<file path="config.mk">
export PLATFORM = sky130hd
export DESIGN_NAME = mcic_top
export DESIGN_NICKNAME = d
export VERILOG_FILES = /design/src/rtl/mcic_pkg.sv /design/src/rtl/mcic_bank.sv /design/src/rtl/mcic_router.sv /design/src/rtl/mcic_top.sv
export SDC_FILE = /design/constraint.sdc
export NUM_CORES = 1
export LEC_CHECK = 0
export ABC_CLOCK_PERIOD_IN_PS = 2300
export CAP_MARGIN = 20
export CELL_PAD_IN_SITES_DETAIL_PLACEMENT = 1
export CELL_PAD_IN_SITES_GLOBAL_PLACEMENT = 2
export CORE_MARGIN = 2
export CORE_UTILIZATION = 35
export DETAILED_ROUTE_END_ITERATION = 8
export GPL_ROUTABILITY_DRIVEN = 0
export PLACE_DENSITY = 0.85
export SYNTH_ARGS = -nofsm -noshare
export SYNTH_HDL_FRONTEND = slang
export SYNTH_SLANG_ARGS = --single-unit
</file>
<file path="constraint.sdc">
create_clock -name clk -period 2.3 [get_ports clk]
set_input_delay 0.575 -clock clk [delete_from_list [all_inputs] [get_ports clk]]
set_output_delay 0.575 -clock clk [all_outputs]
set_load 0.05 [all_outputs]
</file>
<file path="src/rtl/mcic_pkg.sv">
package mcic_pkg;
   localparam int unsigned REG_W      = 32;
   localparam int unsigned OFF_MASK   = 0;
   localparam int unsigned OFF_STAT   = 1;
   localparam int unsigned OFF_ROUTE0 = 2;

   // routing register index that holds the field of a source (reversed order)
   function automatic int unsigned route_reg(int unsigned src, int unsigned per_reg,
                                             int unsigned n_regs);
      return n_regs - 1 - (src / per_reg);
   endfunction

   // lowest bit of the field of a source inside its routing register
   function automatic int unsigned route_lsb(int unsigned src, int unsigned fw,
                                             int unsigned per_reg);
      return fw * (src % per_reg);
   endfunction
endpackage

</file>
<file path="src/rtl/mcic_bank.sv">
module mcic_bank
   import mcic_pkg::*;
#(
   parameter int unsigned N_SRC   = 32,
   parameter int unsigned FIELD_W = 4,
   parameter int unsigned OFF_W   = 3
) (
   input  logic                       clk,
   input  logic                       rst_n,
   input  logic                       wr_en_i,
   input  logic [OFF_W-1:0]           off_i,
   input  logic [REG_W-1:0]           wdata_i,
   input  logic [N_SRC-1:0]           level_i,
   output logic [N_SRC-1:0]           mask_o,
   output logic [N_SRC*FIELD_W-1:0]   route_o,
   output logic [REG_W-1:0]           rdata_o
);
   localparam int unsigned SPR    = REG_W / FIELD_W;
   localparam int unsigned N_RREG = N_SRC / SPR;

   logic [N_SRC-1:0]        mask_q;
   logic [N_RREG*REG_W-1:0] view_flat;

   always_ff @(posedge clk) begin
      if (!rst_n) begin
         mask_q <= '0;
      end else if (wr_en_i && off_i == OFF_W'(OFF_MASK)) begin
         mask_q <= wdata_i[N_SRC-1:0];
      end
   end

   assign mask_o = mask_q;

   for (genvar n = 0; n < N_SRC; n++) begin : g_field
      localparam int unsigned RI  = route_reg(n, SPR, N_RREG);
      localparam int unsigned LSB = route_lsb(n, FIELD_W, SPR);
      logic [FIELD_W-1:0] fld_q;

      always_ff @(posedge clk) begin
         if (!rst_n) begin
            fld_q <= '0;
         end else if (wr_en_i && off_i == OFF_W'(OFF_ROUTE0 + RI)) begin
            fld_q <= wdata_i[LSB +: FIELD_W];
         end
      end

      assign route_o[n*FIELD_W +: FIELD_W]          = fld_q;
      assign view_flat[RI*REG_W + LSB +: FIELD_W]   = fld_q;
   end

   always_comb begin
      rdata_o = '0;
      if (off_i == OFF_W'(OFF_MASK)) begin
         rdata_o[N_SRC-1:0] = mask_q;
      end else if (off_i == OFF_W'(OFF_STAT)) begin
         rdata_o[N_SRC-1:0] = level_i;
      end else begin
         for (int r = 0; r < int'(N_RREG); r++) begin
            if (off_i == OFF_W'(OFF_ROUTE0 + r)) begin
               rdata_o = view_flat[r*REG_W +: REG_W];
            end
         end
      end
   end
endmodule

</file>
<file path="src/rtl/mcic_router.sv">
module mcic_router #(
   parameter int unsigned N_SRC   = 32,
   parameter int unsigned FIELD_W = 4,
   parameter int unsigned N_LINES = 4
) (
   input  logic [N_SRC-1:0]         pend_i,
   input  logic [N_SRC*FIELD_W-1:0] route_i,
   output logic [N_LINES-1:0]       lines_o
);
   // line k is driven by routing value k; 0 and values above N_LINES match nothing
   for (genvar k = 1; k <= N_LINES; k++) begin : g_line
      logic hit;
      always_comb begin
         hit = 1'b0;
         for (int n = 0; n < int'(N_SRC); n++) begin
            if (pend_i[n] && route_i[n*FIELD_W +: FIELD_W] == FIELD_W'(k)) begin
               hit = 1'b1;
            end
         end
      end
      assign lines_o[k-1] = hit;
   end
endmodule

</file>
<file path="src/rtl/mcic_top.sv">
module mcic_top
   import mcic_pkg::*;
#(
   parameter int unsigned N_CORE  = 2,
   parameter int unsigned N_SRC   = 32,
   parameter int unsigned FIELD_W = 4,
   parameter int unsigned N_LINES = 4,
   parameter int unsigned BANK_AW = 2,
   localparam int unsigned SPR    = REG_W / FIELD_W,
   localparam int unsigned N_RREG = N_SRC / SPR,
   localparam int unsigned OFF_W  = $clog2(OFF_ROUTE0 + N_RREG),
   localparam int unsigned ADDR_W = BANK_AW + OFF_W
) (
   input  logic                       clk,
   input  logic                       rst_n,
   input  logic [N_SRC-1:0]           irq_i,
   input  logic                       bus_req_i,
   input  logic                       bus_we_i,
   input  logic [ADDR_W-1:0]          bus_addr_i,
   input  logic [REG_W-1:0]           bus_wdata_i,
   output logic [REG_W-1:0]           bus_rdata_o,
   output logic [N_CORE*N_LINES-1:0]  irq_o
);
   if (REG_W % FIELD_W != 0) begin : g_bad_field
      $error("FIELD_W must divide the register width");
   end
   if (N_SRC > REG_W || N_SRC % SPR != 0) begin : g_bad_src
      $error("N_SRC must be a multiple of fields per register and fit one register");
   end
   if (N_LINES < 1 || N_LINES >= (1 << FIELD_W)) begin : g_bad_lines
      $error("N_LINES must be 1 .. 2**FIELD_W-1");
   end
   if (N_CORE < 1 || N_CORE > (1 << BANK_AW)) begin : g_bad_core
      $error("N_CORE must fit the bank address field");
   end

   logic [BANK_AW-1:0]             bank_idx;
   logic [OFF_W-1:0]               off_idx;
   logic [N_CORE*REG_W-1:0]        bank_rdata;
   logic [N_CORE*N_SRC-1:0]        mask_all;
   logic [N_CORE*N_SRC*FIELD_W-1:0] route_all;
   logic [REG_W-1:0]               rd_sel;
   logic [REG_W-1:0]               rdata_q;

   assign bank_idx = bus_addr_i[ADDR_W-1:OFF_W];
   assign off_idx  = bus_addr_i[OFF_W-1:0];

   for (genvar c = 0; c < N_CORE; c++) begin : g_core
      logic                       wr_en;
      logic [N_SRC-1:0]           mask_c;
      logic [N_SRC*FIELD_W-1:0]   route_c;
      logic [N_LINES-1:0]         lines_c;
      logic [N_LINES-1:0]         out_q;

      assign wr_en = bus_req_i && bus_we_i && (bank_idx == BANK_AW'(c));

      mcic_bank #(
         .N_SRC   (N_SRC),
         .FIELD_W (FIELD_W),
         .OFF_W   (OFF_W)
      ) i_bank (
         .clk     (clk),
         .rst_n   (rst_n),
         .wr_en_i (wr_en),
         .off_i   (off_idx),
         .wdata_i (bus_wdata_i),
         .level_i (irq_i),
         .mask_o  (mask_c),
         .route_o (route_c),
         .rdata_o (bank_rdata[c*REG_W +: REG_W])
      );

      mcic_router #(
         .N_SRC   (N_SRC),
         .FIELD_W (FIELD_W),
         .N_LINES (N_LINES)
      ) i_router (
         .pend_i  (irq_i & mask_c),
         .route_i (route_c),
         .lines_o (lines_c)
      );

      always_ff @(posedge clk) begin
         if (!rst_n) begin
            out_q <= '0;
         end else begin
            out_q <= lines_c;
         end
      end

      assign irq_o[c*N_LINES +: N_LINES]               = out_q;
      assign mask_all[c*N_SRC +: N_SRC]                = mask_c;
      assign route_all[c*N_SRC*FIELD_W +: N_SRC*FIELD_W] = route_c;
   end

   always_comb begin
      rd_sel = '0;
      for (int c = 0; c < int'(N_CORE); c++) begin
         if (bank_idx == BANK_AW'(c)) begin
            rd_sel = bank_rdata[c*REG_W +: REG_W];
         end
      end
   end

   always_ff @(posedge clk) begin
      if (!rst_n) begin
         rdata_q <= '0;
      end else if (bus_req_i && !bus_we_i) begin
         rdata_q <= rd_sel;
      end else begin
         rdata_q <= '0;
      end
   end

   assign bus_rdata_o = rdata_q;
endmodule

</file>
==> flow_summary.yaml <==
timing:
  tightestPinTransition_ns: 1.19
  fmax_ghz: 0.439
  hold_violations: 0
  maxSlewViolCount: 0
  period_minus_slack_ns: 2.28
  rsz0062_at_grt: "false"
  slew_headroom_pct: 19.2
  fin_skew_ns: 0.0198
  timing.hold.ws_ns: 0.357
  setup_viol: 0
  post-route-period-util_pct: 98.9
yosys:
  netlist.area_leader.share_pct: 39.0
  synth_ff_type: "dfxtp_1"
  synth-compound-area-share_pct: 18.7
  seq_area_frac_synth_pct: 39.0
  synth_edf_count: 0
  synth_xor_area_share_pct: 0
  synth_simple_gate_area_share_pct: 32.1
  synth_fa_ha_area_share_pct: 0
  syn_avg_cell_area_sq_um: 7.43
  yosysTopAreaCell: "dfxtp_1"
  synthesis.area_sq_mm: 0.0185
  yosysMostFrequentCell: "nand2_1"
  synth_top_family_by_area: "simple AND/OR/NAND/NOR gates"
  yosysUniqueCellTypes: 51
  postSynth.asyncResetShare_pct: 0
  synth.net_count: 2558
  syn_inst: 2485
  yosysWarnings: 0
  synthMuxAreaShare_pct: 5.15
  synth_common_cells: "755 x nand2_1, 384 x a21oi_1, 360 x dfxtp_1"
  ys_top_cells_by_area: "dfxtp_1 39%, nand2_1 15%, a21oi_1 10%"
  synth_seq_cells: 360
die:
  die_area_sq_mm: 0.0546
  core_sq_mm: 0.0523
  die_h_microns: 234
  initial_core_util_pct: 35.3
  ios: 113
  rows: 84
  die_x_microns: 234
min_path:
  hp-class: "in2reg"
  hold_path_depth: 3
setup_path:
  worstSetupEndpointType: "output pin"
  r2r_cells: 5
  crit_path_cell_trace: "clkdlybuf4s50_1"
  reg2reg_slack_ns: 0.30
  rr_endpoint: "g_core[1].out_q[3]"
  crit_cells: 1
  crit_buf_inv: 1
  slowest_stage: "clkdlybuf4s50_1"
  rr_startpoint: "g_core[1].i_bank.mask_o[2]"
  worstPathArrival_ns: 1.70
  cp-startpoint: "bus_rdata_o[30]"
  critical_path_class: "reg2out"
  critPathMaxStageDelay_ns: 0.79
  critPathTopFamily: "buffers and inverters"
  crit_fanout: 1
  startpoint_type: "flop"
  endpoint: "bus_rdata_o[30]"
  crit_required_ns: 1.73
status:
  outcome: "finished clean"
layout:
  drive_gt1_share_pct: 12.1
  seq_area_sq_mm: 0.00721
  syn2layout_area_growth_pct: 26.7
  fillCellCount: 6413
  antenna_cells: 0
  final_nets: 2755
  multi_input_area_sq_mm: 0.0104
routing:
  finalWirelength_mm: 94.9
  vias: 21100
  drtAntennaViolNets: 0
  wl_per_cell_microns: 27.9
  post-route-drc-count: 0
  first_pass_iters: 5
  vias_per_cell: 6.21
  drt_iter0_drc: 2089
clock_network:
  post-cts-setup-buffers: 0
  cts.path.max_buffers: 3
  clk_latency_ns: 0.60
  clk_pin_slew_ns: 0.06
  cts_tree: "done"
  cts_root_buf: "clkbuf_16"
  cts.htree.levels: 2
  cts_buffers: 45
  hold_buffers: 0
  cts_sinks: 360
global_route:
  first_global_vias: 21000
  grt_max_degree: 74
  antenna_found_initial: 3
  globalRouteTotalUtil_pct: 34.2
  gr-total-overflow: 0
  grt_pass1_wl_mm: 138
placement:
  hpwlAfterDp_mm: 68.1
  numPortBuffers: 112
pwr:
  p_leak_uw: 0.00798
  pwr_density_cell_mw_per_mm2: 644
  power.total_uw: 15100
  ir_drop_uv: 419
run:
  cap_violations: 0
## layer usage
| metal | part of all wire [%] | wire (microns) | global-route usage, % |
|---|---|---|---|
| met1 | 39 | 37400 | 42.6 |
| met2 | 46 | 43600 | 55.6 |
| met3 | 7.7 | 7310 | 4.96 |
| met4 | 6.9 | 6550 | 21.8 |
| met5 | 0 | 0 | 0 |
## kinds of logic (layout without fill, tap and decap cells)
family / count (synthesis) / in the layout
and+or+nand+nor: 1190 / 1190
AOI/OAI and AO/OA: 633 / 633
DFF: 360 / 360
buffers and inverters: 207 / 435
muxes: 95 / 95
## cell usage in the layout (no fill, tap or decap), types with 18 or more instances in the layout
cell type / synthesis / routed
buf_4: 10 / 193
a31oi_1: 18 / 18
nand3_1: 36 / 36
o2111ai_1: 35 / 35
nor4b_1: 74 / 74
nor2_1: 59 / 54
a21oi_1: 384 / 384
o21ai_0: 155 / 155
dfxtp_1: 360 / 360
nand3b_1: 77 / 77
nor4_1: 26 / 26
nor3_1: 26 / 24
nor4bb_1: 57 / 57
clkbuf_16: 0 / 45
buf_12: 0 / 40
mux2i_1: 95 / 95
clkdlybuf4s50_1: 0 / 81
dlygate4sd2_1: 0 / 22
nand2_1: 755 / 755
## cell type report
type,instances,share of cell area [%]
repair buffers,343,14.3
clock buffers,58,5.41
inverters,14,0.257
flip-flops and latches,360,30.8
well taps,688,3.68
multi-input cells,1918,44.4
clock inverters,20,1.18
## where the power goes
| group | leakage [uW] | switching [uW] | total [uW] | internal, uW |
|---|---|---|---|---|
| logic | 0.00434 | 806 | 1230 | 422 |
| clock network | 0.000742 | 3000 | 7550 | 4540 |
| registers | 0.00290 | 35.6 | 6300 | 6260 |
| total | 0.00798 | 3840 | 15100 | 11200 |
## per-stage QoR
stage | utilization (%) | TNS [ns] | cells | setup slack [ns] | cell area (sq um)
finish | 44.7 | 0 | 3401 | 0.0247 | 23400
global route | 44.7 | 0 | 3401 | 0.00369 | 23400
CTS | 44.7 | 0 | 3401 | 0.000236 | 23400
detailed placement | 41.8 | -61.09 | 3323 | -0.611 | 21900
global placement | 41.8 | -40.66 | 3323 | -0.617 | 21900
floorplan | - | 0 | 2485 | 0.443 | 18500
## worst min path at each step
stage,from,end
after floorplan,g_core[1].i_bank.g_field[12].fld_q[3],g_core[1].i_bank.g_field[12].fld_q[3]
after global placement,g_core[0].i_bank.g_field[19].fld_q[3],g_core[0].i_bank.g_field[19].fld_q[3]
after detailed placement,g_core[0].i_bank.g_field[31].fld_q[3],g_core[0].i_bank.g_field[31].fld_q[3]
after CTS,bus_addr_i[0],bus_rdata_o[18]
after global routing,bus_addr_i[0],bus_rdata_o[18]
final,bus_addr_i[0],bus_rdata_o[18]
## state kept, by name, summed over array words and instances (netlist names)
name,flops
g_core.i_bank.g_field.fld_q,256
g_core.i_bank.mask_o,64
bus_rdata_o,32
g_core.out_q,8
## what timing repair did
action,CTS,global route
gates cloned,0,0
endpoints found under the setup margin,23,6
gates resized for setup,23,6
hold endpoints to repair,0,0
Power figures use the tool's default switching activity.
